==> config.mk <==
export PLATFORM = sky130hd
export DESIGN_NAME = mio_flash_reader
export DESIGN_NICKNAME = d
export VERILOG_FILES = /design/src/rtl/mio_flash_pkg.sv /design/src/rtl/mio_flash_ctrl.sv /design/src/rtl/mio_flash_datapath.sv /design/src/rtl/mio_flash_reader.sv
export SDC_FILE = /design/constraint.sdc
export NUM_CORES = 1
export LEC_CHECK = 0
export BUFFER_PORTS_ARGS = -buffer_cell sky130_fd_sc_hd__buf_2
export CORE_ASPECT_RATIO = 1.4
export CORE_UTILIZATION = 26
export DETAILED_ROUTE_END_ITERATION = 10
export GPL_ROUTABILITY_DRIVEN = 0
export RECOVER_POWER = 100
export SLEW_MARGIN = 20
export SYNTH_ARGS = -nofsm -noshare
export SYNTH_HDL_FRONTEND = slang
export SYNTH_SLANG_ARGS = --single-unit
==> constraint.sdc <==
create_clock -name sck -period 17.4 [get_ports sck]
set_input_delay 0.87 -clock sck [delete_from_list [all_inputs] [get_ports sck]]
set_output_delay 0.87 -clock sck [all_outputs]
set_load 0.02 [all_outputs]
==> src/rtl/mio_flash_pkg.sv <==
package mio_flash_pkg;

  localparam int CMD_BITS   = 8;
  localparam int ADDR_BITS  = 24;
  localparam int DUMMY_BITS = 8;

  localparam logic [7:0] OP_DUAL_READ = 8'h3B;
  localparam logic [7:0] OP_QUAD_READ = 8'h6B;

  // strobes from control to datapath
  typedef struct packed {
    logic captureAddr;
    logic streamOn;
    logic quadSel;
  } strobe_t;

  // fixed array content as a function of the linear byte index
  function automatic logic [7:0] memByte(input logic [23:0] idx);
    return 8'(idx * 24'd29 + (idx >> 8) + 24'h3C);
  endfunction

endpackage

==> src/rtl/mio_flash_ctrl.sv <==
module mio_flash_ctrl
  import mio_flash_pkg::*;
(
  input  logic    sck,
  input  logic    csN,
  input  logic    dataIn,
  input  logic    quadEnable,
  output strobe_t strb
);

  localparam int OPC_END   = CMD_BITS - 1;
  localparam int ADDR_END  = CMD_BITS + ADDR_BITS - 1;
  localparam int DUMMY_END = CMD_BITS + ADDR_BITS + DUMMY_BITS - 1;
  localparam int CNT_W     = $clog2(DUMMY_END + 2);
  localparam logic [CNT_W-1:0] CNT_SAT = CNT_W'(DUMMY_END + 1);

  typedef enum logic [2:0] {ST_OPC, ST_ADDR, ST_DUMMY, ST_STREAM, ST_IGNORE} state_t;

  state_t           state;
  logic [CNT_W-1:0] bitCnt;
  logic [CMD_BITS-2:0] opShift;
  logic [CMD_BITS-1:0] opcodeNow;
  logic             quadSel;

  assign opcodeNow = {opShift, dataIn};

  always_ff @(posedge sck or posedge csN) begin
    if (csN) begin
      state   <= ST_OPC;
      bitCnt  <= '0;
      opShift <= '0;
      quadSel <= 1'b0;
    end else begin
      if (bitCnt != CNT_SAT) bitCnt <= bitCnt + 1'b1;
      case (state)
        ST_OPC: begin
          opShift <= {opShift[CMD_BITS-3:0], dataIn};
          if (bitCnt == CNT_W'(OPC_END)) begin
            if (opcodeNow == OP_DUAL_READ) begin
              state   <= ST_ADDR;
              quadSel <= 1'b0;
            end else if (opcodeNow == OP_QUAD_READ && quadEnable) begin
              state   <= ST_ADDR;
              quadSel <= 1'b1;
            end else begin
              state <= ST_IGNORE;
            end
          end
        end
        ST_ADDR:  if (bitCnt == CNT_W'(ADDR_END))  state <= ST_DUMMY;
        ST_DUMMY: if (bitCnt == CNT_W'(DUMMY_END)) state <= ST_STREAM;
        default:  state <= state;
      endcase
    end
  end

  assign strb.captureAddr = (state == ST_ADDR);
  assign strb.streamOn    = (state == ST_STREAM);
  assign strb.quadSel     = quadSel;

  AST_STREAM_AFTER_DUMMY: assert property (@(posedge sck) disable iff (csN)
    strb.streamOn |-> (bitCnt == CNT_SAT)) else $error("stream before dummy end");

  AST_QUAD_GATED: assert property (@(posedge sck) disable iff (csN)
    ($past(state) == ST_OPC && state == ST_ADDR && quadSel) |-> $past(quadEnable))
    else $error("quad accepted without enable");

  AST_IGNORE_STICKY: assert property (@(posedge sck) disable iff (csN)
    (state == ST_IGNORE) |=> (state == ST_IGNORE)) else $error("ignored command resumed");

endmodule

==> src/rtl/mio_flash_datapath.sv <==
module mio_flash_datapath
  import mio_flash_pkg::*;
#(
  parameter int PAGE_COUNT = 4
) (
  input  logic       sck,
  input  logic       csN,
  input  logic       dataIn,
  input  logic       binaryMode,
  input  strobe_t    strb,
  output logic [3:0] ioOut,
  output logic [3:0] ioOe
);

  localparam int PAGE_BITS = $clog2(PAGE_COUNT);
  localparam int SR_W      = 10 + PAGE_BITS;
  localparam logic [9:0] PAGE_528   = 10'd528;
  localparam logic [9:0] LAST_528   = 10'd527;
  localparam logic [9:0] LAST_BIN   = 10'd511;

  // only the low address bits that can select a byte are kept
  logic [SR_W-1:0] addrSr;

  always_ff @(posedge sck or posedge csN) begin
    if (csN) addrSr <= '0;
    else if (strb.captureAddr) addrSr <= {addrSr[SR_W-2:0], dataIn};
  end

  logic [PAGE_BITS-1:0] startPage, ptrPage, curPage, nextPage;
  logic [9:0]  rawOff, startOff, ptrOff, curOff, nextOff, lastOff;
  logic [1:0]  phase, curPh, lastPh;
  logic        started;
  logic [23:0] curIdx;
  logic [7:0]  curByte;
  logic [3:0]  slice, outReg;

  always_comb begin
    lastOff = binaryMode ? LAST_BIN : LAST_528;
    rawOff  = addrSr[9:0];
    if (binaryMode) begin
      startPage = addrSr[9 +: PAGE_BITS];
      startOff  = {1'b0, addrSr[8:0]};
    end else begin
      startPage = addrSr[10 +: PAGE_BITS];
      startOff  = (rawOff >= PAGE_528) ? rawOff - PAGE_528 : rawOff;
    end

    curPage = started ? ptrPage : startPage;
    curOff  = started ? ptrOff  : startOff;
    curPh   = started ? phase   : 2'd0;

    if (binaryMode) curIdx = 24'({curPage, curOff[8:0]});
    else            curIdx = 24'(curPage) * 24'd528 + 24'(curOff);
    curByte = memByte(curIdx);

    lastPh = strb.quadSel ? 2'd1 : 2'd3;
    if (strb.quadSel) begin
      slice = curPh[0] ? curByte[3:0] : curByte[7:4];
    end else begin
      case (curPh)
        2'd0:    slice = {2'b00, curByte[7:6]};
        2'd1:    slice = {2'b00, curByte[5:4]};
        2'd2:    slice = {2'b00, curByte[3:2]};
        default: slice = {2'b00, curByte[1:0]};
      endcase
    end

    if (curOff == lastOff) begin
      nextOff  = '0;
      nextPage = curPage + 1'b1;
    end else begin
      nextOff  = curOff + 1'b1;
      nextPage = curPage;
    end
  end

  always_ff @(negedge sck or posedge csN) begin
    if (csN) begin
      started <= 1'b0;
      outReg  <= '0;
      ptrPage <= '0;
      ptrOff  <= '0;
      phase   <= '0;
    end else if (strb.streamOn) begin
      started <= 1'b1;
      outReg  <= slice;
      if (curPh == lastPh) begin
        ptrPage <= nextPage;
        ptrOff  <= nextOff;
        phase   <= '0;
      end else begin
        ptrPage <= curPage;
        ptrOff  <= curOff;
        phase   <= curPh + 2'd1;
      end
    end
  end

  assign ioOut = outReg;
  assign ioOe  = started ? (strb.quadSel ? 4'hF : 4'h3) : 4'h0;

  AST_OFF_IN_PAGE: assert property (@(negedge sck) disable iff (csN)
    started |-> (ptrOff <= lastOff)) else $error("offset beyond page");

  AST_PAGE_ROLL: assert property (@(negedge sck) disable iff (csN)
    ($past(started) && $past(ptrOff) == lastOff && ptrOff != $past(ptrOff))
    |-> (ptrOff == '0 && ptrPage == PAGE_BITS'($past(ptrPage) + 1'b1)))
    else $error("bad page roll");

endmodule

==> src/rtl/mio_flash_reader.sv <==
module mio_flash_reader
  import mio_flash_pkg::*;
#(
  parameter int PAGE_COUNT = 4  // power of two, at least 2
) (
  input  logic       sck,
  input  logic       csN,
  input  logic       dataIn,
  input  logic       quadEnable,
  input  logic       binaryMode,
  output logic [3:0] ioOut,
  output logic [3:0] ioOe
);

  strobe_t strb;

  mio_flash_ctrl u_ctrl (
    .sck        (sck),
    .csN        (csN),
    .dataIn     (dataIn),
    .quadEnable (quadEnable),
    .strb       (strb)
  );

  mio_flash_datapath #(.PAGE_COUNT(PAGE_COUNT)) u_datapath (
    .sck        (sck),
    .csN        (csN),
    .dataIn     (dataIn),
    .binaryMode (binaryMode),
    .strb       (strb),
    .ioOut      (ioOut),
    .ioOe       (ioOe)
  );

  AST_OE_PATTERN: assert property (@(posedge sck) disable iff (csN)
    (ioOe == 4'h0 || ioOe == 4'h3 || ioOe == 4'hF)) else $error("bad enable pattern");

  AST_OE_ONLY_STREAM: assert property (@(posedge sck) disable iff (csN)
    (ioOe != 4'h0) |-> strb.streamOn) else $error("lines driven outside stream");

endmodule

==> results.md <==
- Slew margin rel.: -0.712
- CTS root buffer: clkbuf_16
- Layout cells sized above 1: 0.0782
- Htree depth: 2
- Global-route wire length before repair: 13.9 mm
- Non-filler instance count after layout: 594
- Type of the worst setup path: input pin to flop
- Starting DRT DRC Count: 147
- Most common cell on crit path: ha_1
- Synth Net Count: 451
- Synthesis-stage register bit count: 48
- Residual DRC count: 0
- Horiz. Die Dim: 104 um
- Sink Count: 48
- Placed cell count: 586
- Most used DFF post-synth: dfrtp_1
- Die area: 14900 um2
- Post-DP HPWL: 6.29 mm
- Antenna Nets Post-Route: 0
- Skew final: 0.0267 ns
- EDFF count, synth: 0
- Mapped Area: 3750 um2
- Slowest-stage cell, CP: fa_1
- Number of top-level pins: 13
- # port buffers: 12
- Worst skew pair latency: 0.32 ns
- Nets: 455
- PD cells: 54.4 nW/um2
- Count leader, synth: nand2_1
- Largest net degree at the start of global routing: 49
- Status: finished, violations left
- Clock Tree Buf Depth: 2
- Clock transition at path regs: 0.05 ns
- Violated checks: capacitance limit, slew limit
- Final setup viols: 0
- Setup fix buffers added after clock tree synthesis: 0
- Initial antenna violation count: 0
- Slew @ Worst Pin: 2.57 ns
- Library cells used by synthesis: 57
- Req. time, crit path: 8.85 ns
- Initial Util: 0.269
- Cell Chain, Critical Path: clkbuf_1 > nand2b_1 > or3_1 > mux2i_1 > or2_0 > xnor2_1 > ha_1 > nor2_1 > a31oi_1 > ha_1 > inv_1 > fa_1 > inv_1 > fa_1 > ha_1 > ha_1 > a21o_1 > a21oi_1 > xnor2_1 > xnor3_1 > xnor2_1 > a21oi_1 > o21ai_0
- Synth warn: 0
- Die H: 144 um
- VDD IR-drop max: 0.0695 mV
- Final Hold Viols: 0
- Register area share after synthesis: 0.320
- WL/cell: 13.6 um
- Post-Synthesis Cells: 404
- Synthesis-to-layout area growth: 8.70%
- Vias per cell: 4.75
- Mean Syn Cell Area: 9.29 um2
- Vias in the first global route: 2890
- Commonest cells post-synth: nand2_1, ha_1, dfrtp_1, inv_1, o21ai_0
- Antenna cells: 0
- Cell taking the most area after synthesis: dfrtp_1
- Total routed wirelength: 8.06 mm
- Max-Cap Viols: 2
- Vias: 2820
- Reg-to-reg setup timing slack: 2.68 ns
- CTS buffer count: 5
- Post-cts repair resize count: 0
- CTS tree: yes
- Crit path launch type: input pin
- Hold Path Class: flop to flop
- Total GRT Usage: 0.116
- Num rows: 51
- First-pass DRT Iterations: 6
- Synth top area cells: dfrtp_1, dfrtn_1, ha_1
- Yosys top cell area share: 0.193
- Post-CTS Hold Fix Bufs: 0
- Arrival @ worst endpoint: 6.45 ns
- CP max stage delay: 0.47 ns
- CP endpoint kind: flop
- Unrepaired setup endpoints after global routing: false
- Total negative slack: 0 ns
- P_leak: 0.00184 uW
- Overflow after GRT: 0
- Max Slew Vio Count: 65
- Ys async rst share: 1.00
- Core region area: 14000 um2
- Worst-path fanout max: 18
-- through the flow --
step           area (um2)  worst slack, ns  power, uW  hold WS [ns]  utilization
2_1_floorplan        3750             2.94        125         0.409            -
3_3_place_gp         3980             2.49        127         0.426        0.285
3_5_place_dp         3980             2.40        128         0.430        0.285
4_1_cts              4120             2.73        226         0.430        0.295
5_1_grt              4080             1.95        230         0.465        0.292
6_report             4080             2.40        222         0.426        0.292
-- cells by family (layout without fill, tap and decap cells) --
logic type	Yosys count	after routing	synth area share
buffers and inverters	48	53	0.0533
DFF	48	48	0.320
and+or+nand+nor	120	120	0.161
muxes	29	29	0.0830
AOI/OAI and AO/OA	88	88	0.151
adders and majority gates	42	42	0.160
xor gates and xnor gates	29	29	0.0713
-- path summary, 6_finish.rpt --
check                                           from                   end  cells past startpoint
min in group asynchronous                        csN  u_datapath.addrSr[8]                      3
worst max-delay path                      binaryMode   u_datapath.ioOut[1]                     23
worst max register to register  u_datapath.addrSr[5]   u_datapath.ioOut[1]                     24
max in group asynchronous                        csN   u_datapath.ioOut[0]                      3
worst min register to register   u_datapath.ioOut[0]   u_datapath.ioOut[0]                      2
worst min-delay path             u_datapath.ioOut[0]   u_datapath.ioOut[0]                      2
-- worst max-delay path, delay by kind of cell --
kind / cells / cell delay [ns]
xor+xnor: 4 / 0.78
buf+inv: 3 / 0.43
simple gates: 4 / 1.16
mux: 1 / 0.28
fa+ha+maj: 6 / 2.24
compound gates: 5 / 0.69
-- report_power, final --
part	internal (uW)	switching (uW)
Sequential	114	1.84
Clock	53.1	44.0
Combinational	3.67	5.16
Total	171	51.0
-- final cells by class --
type,count,area (um2)
clock inverters,3,17.5
multi-input cells,308,2330
well taps,185,231
clock buffers,5,125
fillers,1475,9890
repair buffers,14,57.6
inverters,31,116
flip-flops and latches,48,1200
-- state kept, by name, summed over array words and instances (netlist names) --
signal,cells
u_datapath.started,1
u_ctrl.bitCnt,6
u_ctrl.quadSel,1
u_datapath.ptrPage,2
u_datapath.addrSr,12
u_ctrl.opShift,7
u_ctrl.state,3
u_datapath.phase,2
u_datapath.ioOut,4
u_datapath.ptrOff,10
-- layout by cell type, fill, tap and decap left out, types with 5 or more instances in the layout --
cell        n
a21oi_1    19
a31oi_1     8
clkbuf_1   10
clkbuf_16   5
dfrtn_1    19
dfrtp_1    29
fa_1       10
ha_1       32
inv_1      29
mux2_2     17
mux2i_1    12
nand2_1    44
nand3_1     8
nor2_1     23
nor3_1      9
o21ai_0    29
o31ai_1     6
xnor2_1    19
xor2_1      9
-- per-layer routing --
layer	vias to the layer above	wire length, um	global-route usage
li1	1430	-	-
met2	32	4330	0.227
met5	-	0	0
met4	0	205	0.0450
met1	1343	3370	0.125
met3	15	153	0.0180
(Power assumes the default switching activity.)
